==> src/rtl/patflag_pkg.sv <==
package patflag_pkg;

  typedef enum logic [1:0] {
    OPC_OTHER = 2'b00,
    OPC_ADD   = 2'b01,
    OPC_MOVE  = 2'b10,
    OPC_RSVD  = 2'b11
  } op_class_e;

  typedef enum logic {
    BR_SPARSE = 1'b0,
    BR_QUAD   = 1'b1
  } br_kind_e;

endpackage

==> src/rtl/patflag_classifier.sv <==
module patflag_classifier #(
  parameter int DATA_W     = 32,
  parameter int QUAD_COUNT = 4
) (
  input  logic [DATA_W-1:0] value,
  output logic              is_sparse,
  output logic              is_quad
);
  localparam int CNT_W = $clog2(DATA_W + 1);

  // Span length: index of the highest set bit plus one, zero for an all-zero value.
  function automatic logic [CNT_W-1:0] span_of(input logic [DATA_W-1:0] v);
    logic [CNT_W-1:0] s;
    s = '0;
    for (int i = 0; i < DATA_W; i++) begin
      if (v[i]) s = CNT_W'(i + 1);
    end
    return s;
  endfunction

  function automatic logic [CNT_W-1:0] ones_of(input logic [DATA_W-1:0] v);
    logic [CNT_W-1:0] c;
    c = '0;
    for (int i = 0; i < DATA_W; i++) begin
      c = c + CNT_W'(v[i]);
    end
    return c;
  endfunction

  logic [CNT_W-1:0] span_len;
  logic [CNT_W-1:0] ones_cnt;
  logic [CNT_W:0]   twice_ones;

  always_comb begin
    span_len   = span_of(value);
    ones_cnt   = ones_of(value);
    twice_ones = {ones_cnt, 1'b0};
    // zeros in span exceed ones  <=>  span > 2 * ones (zero value gives 0 > 0)
    is_sparse  = {1'b0, span_len} > twice_ones;
    is_quad    = (ones_cnt == CNT_W'(QUAD_COUNT));
  end

endmodule

==> src/rtl/patflag_regs.sv <==
module patflag_regs (
  input  logic clk,
  input  logic rst_n,
  input  logic upd_en,
  input  logic nxt_sparse,
  input  logic nxt_quad,
  output logic sparse_q,
  output logic quad_q
);
  always_ff @(posedge clk or negedge rst_n) begin
    if (!rst_n) begin
      sparse_q <= 1'b0;
      quad_q   <= 1'b0;
    end else if (upd_en) begin
      sparse_q <= nxt_sparse;
      quad_q   <= nxt_quad;
    end
  end
endmodule

==> src/rtl/patflag_branch_eval.sv <==
module patflag_branch_eval
  import patflag_pkg::*;
(
  input  logic br_valid,
  input  logic br_sel,
  input  logic ovf_in,
  input  logic sparse_q,
  input  logic quad_q,
  output logic br_taken
);
  logic cond_flag;

  always_comb begin
    cond_flag = (br_sel == BR_QUAD) ? quad_q : sparse_q;
    br_taken  = br_valid && cond_flag && !ovf_in;
  end
endmodule

==> src/rtl/patflag_branch_unit.sv <==
module patflag_branch_unit
  import patflag_pkg::*;
#(
  parameter int DATA_W     = 32,
  parameter int QUAD_COUNT = 4
) (
  input  logic              clk,
  input  logic              rst_n,
  input  logic              retire_valid,
  input  logic [1:0]        op_class,
  input  logic [DATA_W-1:0] value,
  input  logic              ovf_in,
  input  logic              br_valid,
  input  logic              br_sel,
  output logic              br_taken,
  output logic              sparse_flag,
  output logic              quad_flag
);
  logic cls_sparse;
  logic cls_quad;
  logic flag_upd;

  assign flag_upd = retire_valid &&
                    ((op_class == OPC_ADD) || (op_class == OPC_MOVE));

  patflag_classifier #(
    .DATA_W    (DATA_W),
    .QUAD_COUNT(QUAD_COUNT)
  ) u_cls (
    .value    (value),
    .is_sparse(cls_sparse),
    .is_quad  (cls_quad)
  );

  patflag_regs u_regs (
    .clk       (clk),
    .rst_n     (rst_n),
    .upd_en    (flag_upd),
    .nxt_sparse(cls_sparse),
    .nxt_quad  (cls_quad),
    .sparse_q  (sparse_flag),
    .quad_q    (quad_flag)
  );

  patflag_branch_eval u_br (
    .br_valid(br_valid),
    .br_sel  (br_sel),
    .ovf_in  (ovf_in),
    .sparse_q(sparse_flag),
    .quad_q  (quad_flag),
    .br_taken(br_taken)
  );

endmodule

==> config.mk <==
export PLATFORM = sky130hd
export DESIGN_NAME = patflag_branch_unit
export DESIGN_NICKNAME = d
export VERILOG_FILES = /design/src/rtl/patflag_pkg.sv /design/src/rtl/patflag_classifier.sv /design/src/rtl/patflag_regs.sv /design/src/rtl/patflag_branch_eval.sv /design/src/rtl/patflag_branch_unit.sv
export SDC_FILE = /design/constraint.sdc
export NUM_CORES = 1
export LEC_CHECK = 0
export ABC_CLOCK_PERIOD_IN_PS = 1190
export BUFFER_PORTS_ARGS = -buffer_cell sky130_fd_sc_hd__buf_2
export CAP_MARGIN = 20
export CORE_UTILIZATION = 45
export CTS_CLUSTER_DIAMETER = 100
export DETAILED_ROUTE_END_ITERATION = 16
export GPL_TIMING_DRIVEN = 0
export PLACE_DENSITY = 0.71
export RECOVER_POWER = 50
export SYNTH_ARGS = -nofsm -noshare
export SYNTH_HDL_FRONTEND = slang
export SYNTH_SLANG_ARGS = --single-unit
==> constraint.sdc <==
create_clock -name clk -period 1.19 [get_ports clk]
set_input_delay 0.357 -clock clk [delete_from_list [all_inputs] [get_ports clk]]
set_output_delay 0.357 -clock clk [all_outputs]
set_load 0.1 [all_outputs]
* Yosys cells after proc, flatten, opt, wreduce, memory -nomap -nowiden
Index checks and enable logic that the tools add are counted.
** Operators by class
- Add/subtract/negate cells :: 31
- Multiplexer cells :: 33
- Reductions and logical operators :: 5
- Eq/ne operators :: 3
- Magnitude comparators :: 1
** Operators with widths (number)
- $add A6 B1 Y6 :: 30
- $mux W5 :: 16
- $mux W4 :: 8
- $mux W3 :: 4
- $gt A6 B7 Y1 :: 1
- $eq A6 B3 Y1 const B :: 1
- $mux W6 :: 1
- $mux W2 :: 2
- $logic_and A1 B1 Y1 :: 3
- $add A1 B1 Y2 :: 1
- $eq A2 B1 Y1 const B :: 1
- $eq A2 B2 Y1 const B :: 1
- $mux W1 :: 2
- $logic_not A1 Y1 :: 1
- $logic_or A1 B1 Y1 :: 1
** Storage, ports and cells
- Register bits after elaboration :: 2
- Output and inout port bits :: 3

* Logic depth before layout (Yosys ltp)
- Depth after elaboration :: 33
- Mapped depth :: 21
- Depth with buffers taken out :: 21

* Hierarchy
From an unflattened synthesis, not the netlist that was laid out.
** Second synthesis, totals
- Cell total of the unflattened synthesis :: 152
- Area total of the unflattened synthesis :: 1325.0 µm²
** Modules (own cells, without submodules)
- patflag_classifier :: cells each 144, times used 1, area each 1214.9 µm²
- patflag_regs :: cells each 4, times used 1, area each 72.6 µm²
- patflag_branch_eval :: cells each 2, times used 1, area each 22.5 µm²
- patflag_branch_unit :: cells each 2, times used 1, area each 15.0 µm²

* Worst setup path before layout
No wires, ideal clock.
- Path type :: input -> register
- Start :: input port value[1]
- End :: register u_regs.sparse_q
- Path slack :: -4426 ps
- Buffers on the path :: 0
- Setup time :: 143 ps
- Arrival time :: 5473 ps
- Required time :: 1047 ps
- Stages :: 18
- Cells stage by stage :: inv_1 > ha_1 > fa_1 > fa_1 > fa_1 > fa_1 > fa_1 > fa_1 > fa_1 > fa_1 > nor2b_1 > o21ai_0 > nand2b_1 > xnor2_1 > ha_1 > nand3_1 > a2111oi_0 > a32oi_1
** Between the ends
- Word-level cells in the longest chain between the ends :: 32
** RTL lines
- start, declared :: line patflag_branch_unit.sv:11 : input logic [DATA_W-1:0] value,
- $add A1 B1 Y2 / $mux W2 (equally long branches) :: line patflag_classifier.sv:25, patflag_classifier.sv:16
- $add A6 B1 Y6 / $mux W2 (equally long branches) :: line patflag_classifier.sv:25, patflag_classifier.sv:16
- $add A6 B1 Y6 / $mux W3 (equally long branches) (4 in series) :: line patflag_classifier.sv:25, patflag_classifier.sv:16
- $add A6 B1 Y6 / $mux W4 (equally long branches) (8 in series) :: line patflag_classifier.sv:25, patflag_classifier.sv:16
- $add A6 B1 Y6 / $mux W5 (equally long branches) (16 in series) :: line patflag_classifier.sv:25, patflag_classifier.sv:16
- $add A6 B1 Y6 / $mux W6 (equally long branches) :: line patflag_classifier.sv:25, patflag_classifier.sv:16
- $gt A6 B7 Y1 (*) :: line patflag_classifier.sv:39 : is_sparse = {1'b0, span_len} > twice_ones;
- end signal, assigned :: line patflag_regs.sv:15 : sparse_q <= nxt_sparse;
- end, declared :: line patflag_regs.sv:7 : output logic sparse_q,
Mark *: on every way between the ends. The rest lies on a longest branch, timed or not.
A chain may end at the register's enable or synchronous reset.

* Worst setup path in the final report
- Start :: input port value[18]
- End :: register u_regs.sparse_q
** Between the ends
- Word-level cells in the longest chain between the ends :: 15
** RTL lines (line)
- $add A6 B1 Y6 / $mux W5 (equally long branches) (13 in series) :: patflag_classifier.sv:25, patflag_classifier.sv:16
- $add A6 B1 Y6 / $mux W6 (equally long branches) :: patflag_classifier.sv:25, patflag_classifier.sv:16
- $gt A6 B7 Y1 (*) :: patflag_classifier.sv:39
Marked as above.

==> summary.txt <==
Floorplan
  – Die Ht: 57.8 um
  – Starting density of the core: 49.2%
  – DIE AREA: 3340 um2
  – Num ports: 43
  – Chip Width: 57.8 um
  – Core area: 2850 um2
  – Rows: 19

GRT
  – Global route overflow: 0
  – Global-route wire length before repair: 6090 um
  – Vias in the first global route: 1,421
  – Initial antenna violation count: 0
  – Largest net degree at the start of global routing: 8
  – Total track usage: 23.2%

Status
  – Failing checks: design-rule violations, negative setup slack
  – Status: finished, violations left

Finish
  – N_diodes: 0
  – Most frequent cells in the layout: 42 x inv_1, 35 x buf_2, 22 x fa_1
  – Final core occ: 66.3%
  – Non-Filler Instances: 252
  – Layout area overhead: 34.8%
  – Post-route design area: 1890 um2
  – Final net count: 301
  – Layout cells sized above 1: 32.6%
  – Most common cell after layout, fill and taps aside: inv_1

Timing
  – Max-slew headroom: 73.9%
  – Final Cycle Share: 458%
  – F_max: 183 MHz
  – Final setup viols: 5
  – Final Hold Viols: 0
  – Worst clock skew: 0 ns
  – Final Max Tran Viols: 0
  – Hold WS: 0.449 ns
  – Setup TNS: -8.62 ns
  – RSZ-0062 raised after global routing: yes
  – Final WS setup: -4.26 ns
  – Least-Margin Pin Slew: 0.389 ns
  – Post-layout min period: 5.45 ns

Flow run
  – Max_cap viols: 0

Clock network
  – Reg clk slew, reported paths: 0.04 ns
  – Insertion delay to the later sink of the worst-skew pair: 0.22 ns
  – Clock Sink Count: 2
  – CTS Buf Count: 3
  – TritonCTS clock tree: done
  – CTS root buffer: clkbuf_4
  – Bufs on Longest Clock Path: 2
  – H-tree Lvls: 1

Synthesis
  – Post-synth net total: 246
  – Synth Register Bits: 2
  – Syn. warnings: 0
  – Syn avg cell area: 8.35 um2
  – Unique cell type count in the Yosys netlist: 40
  – Post-synthesis cell area: 1400 um2
  – Gate Count Post-Synth: 168
  – Seq/Total Area, Yosys: 3.57%

Placed design
  – Area after DPL: 1710 um2
  – Buffers on Ports: 42
  – DP HPWL: 3110 um
  – Pre-CTS WS: -4.61 ns
  – Final GP Congestion: 0.853
  – Placed insts: 241

Detailed routing
  – Vias per cell: 5.42
  – Initial drt markers: 64
  – DRC viols: 3
  – Detailed-route via count: 1,367
  – First-pass DRT Iterations: 10
  – M1 wire length: 1550 um
  – Wire length on met2: 1980 um
  – Routed wire length: 3640 um
  – Drt wl/cell: 14.4 um
  – Post-DRT Antenna Nets: 0
  – Top sig layer: met4
  – Routed length on met3: 84 um

Critical path
  – Most frequent CP cell: fa_1
  – Top delay family on crit path: adder cells
  – Maximum fanout along the worst path: 4
  – Kind of critical path: input port to register
  – Crit path cell chain: buf_4 > fa_1 > inv_2 > fa_1 > inv_1 > fa_1 > inv_2 > fa_1 > fa_1 > fa_1 > fa_2 > fa_2 > buf_4 > buf_4 > xor2_2 > ha_1 > nand3_2 > o22ai_2 > o211ai_1 > a32oi_1
  – Worst path max stage delay: 0.55 ns
  – Worst path slowest cell: fa_1
  – Critical path launch point type: input port
  – CP bufs+invs: 6
  – CP required: 1.33 ns
  – Critical path endpoint category: register
  – Arrival time worst endpoint: 5.59 ns

Power and ir drop
  – VDD IR max: 3.67 mV
  – Pleak: 0.937 nW
  – Total power: 7.23 mW
  – Pwr/cell area: 3820 nW/um2

Min path
  – Worst min path class: input port to asynchronous set/reset pin
## routing by layer
| layer | GRT usage, % | up-vias |
|---|---|---|
| met5 | 0 | - |
| li1 | - | 668 |
| met3 | 0 | 2 |
| met2 | 46.0 | 28 |
| met4 | 3.40 | 0 |
| met1 | 28.7 | 669 |
## area by class of cell
cell class | instances | area (um2)
multi-input combinational | 120 | 1260
fill | 252 | 962
timing repair buffer | 50 | 335
inverter | 46 | 175
sequential | 2 | 57.6
tap | 31 | 38.8
clock buffer | 3 | 22.5
## flip-flops by register name (all words and copies together), names as in the netlist
register / cells
u_regs.quad_q: 1
u_regs.sparse_q: 1
## cell families (layout without fill, tap and decap cells)
| family | count (synthesis) | in the layout | synth area share [%] |
|---|---|---|---|
| buf+inv | 46 | 99 | 12.3 |
| simple gates | 42 | 42 | 15.1 |
| fa+ha+maj | 38 | 38 | 46.7 |
| compound gates | 36 | 36 | 19.7 |
| xor+xnor | 3 | 3 | 1.87 |
| flops | 2 | 2 | 3.57 |
| mux | 1 | 1 | 0.714 |
## cell usage after synthesis, drive strengths merged
| master | instances | area [um2] |
|---|---|---|
| xnor2 | 1 | 8.76 |
| or2 | 2 | 12.5 |
| nor3b | 1 | 7.51 |
| nand2b | 2 | 12.5 |
| nor2 | 12 | 45.0 |
| fa | 24 | 480 |
| a31oi | 1 | 6.26 |
| o21ai | 4 | 20.0 |
| a21oi | 9 | 45.0 |
| a211oi | 2 | 15.0 |
| a221oi | 2 | 17.5 |
| nor2b | 2 | 12.5 |
| o211ai | 2 | 15.0 |
| inv | 46 | 173 |
| a32oi | 1 | 8.76 |
| and2 | 2 | 12.5 |
| nand2 | 10 | 37.5 |
| o31a | 1 | 8.76 |
| or3 | 1 | 6.26 |
| a41o | 1 | 10.0 |
| o22ai | 1 | 6.26 |
| nand3 | 2 | 10.0 |
| o21a | 3 | 22.5 |
| a21o | 1 | 7.51 |
| mux2i | 1 | 10.0 |
| nor3 | 2 | 10.0 |
| a2111oi | 2 | 36.3 |
| dfrtp | 2 | 50.1 |
| xor2 | 2 | 17.5 |
| o2111ai | 1 | 8.76 |
| o31ai | 2 | 15.0 |
| or4 | 1 | 7.51 |
| o41ai | 3 | 33.8 |
| nor4 | 5 | 37.5 |
| ha | 14 | 175 |
## what timing repair did
action,4_1_cts,5_1_grt
endpoints found under the hold margin,2,0
cloned,0,0
resized for setup,19,5
hold buffers,1,0
buffers inserted,5,2
pin swaps,16,3
endpoints found under the setup margin,5,5
## worst paths after layout
check                                startpoint              end  slack [ns]  cells past startpoint
worst max-delay path                  value[18]  u_regs.sparse_q       -4.26                     20
worst min-delay path                      rst_n  u_regs.sparse_q        0.45                      2
worst max register to register  u_regs.sparse_q  u_regs.sparse_q       -0.03                      3
worst min register to register  u_regs.sparse_q  u_regs.sparse_q        0.81                      3
max in group asynchronous                 rst_n    u_regs.quad_q        0.57                      2
min in group clk                      value[21]  u_regs.sparse_q        0.56                      4
## report_power, final
| part | switching [mW] | total (mW) | internal [mW] | leakage (nW) |
|---|---|---|---|---|
| clock | 0.0464 | 0.158 | 0.112 | 0.0138 |
| combinational | 3.48 | 6.94 | 3.46 | 0.900 |
| sequential | 0.0340 | 0.136 | 0.102 | 0.0232 |
| total | 3.56 | 7.23 | 3.67 | 0.937 |
Note: power is estimated with default switching activity, not from simulation.
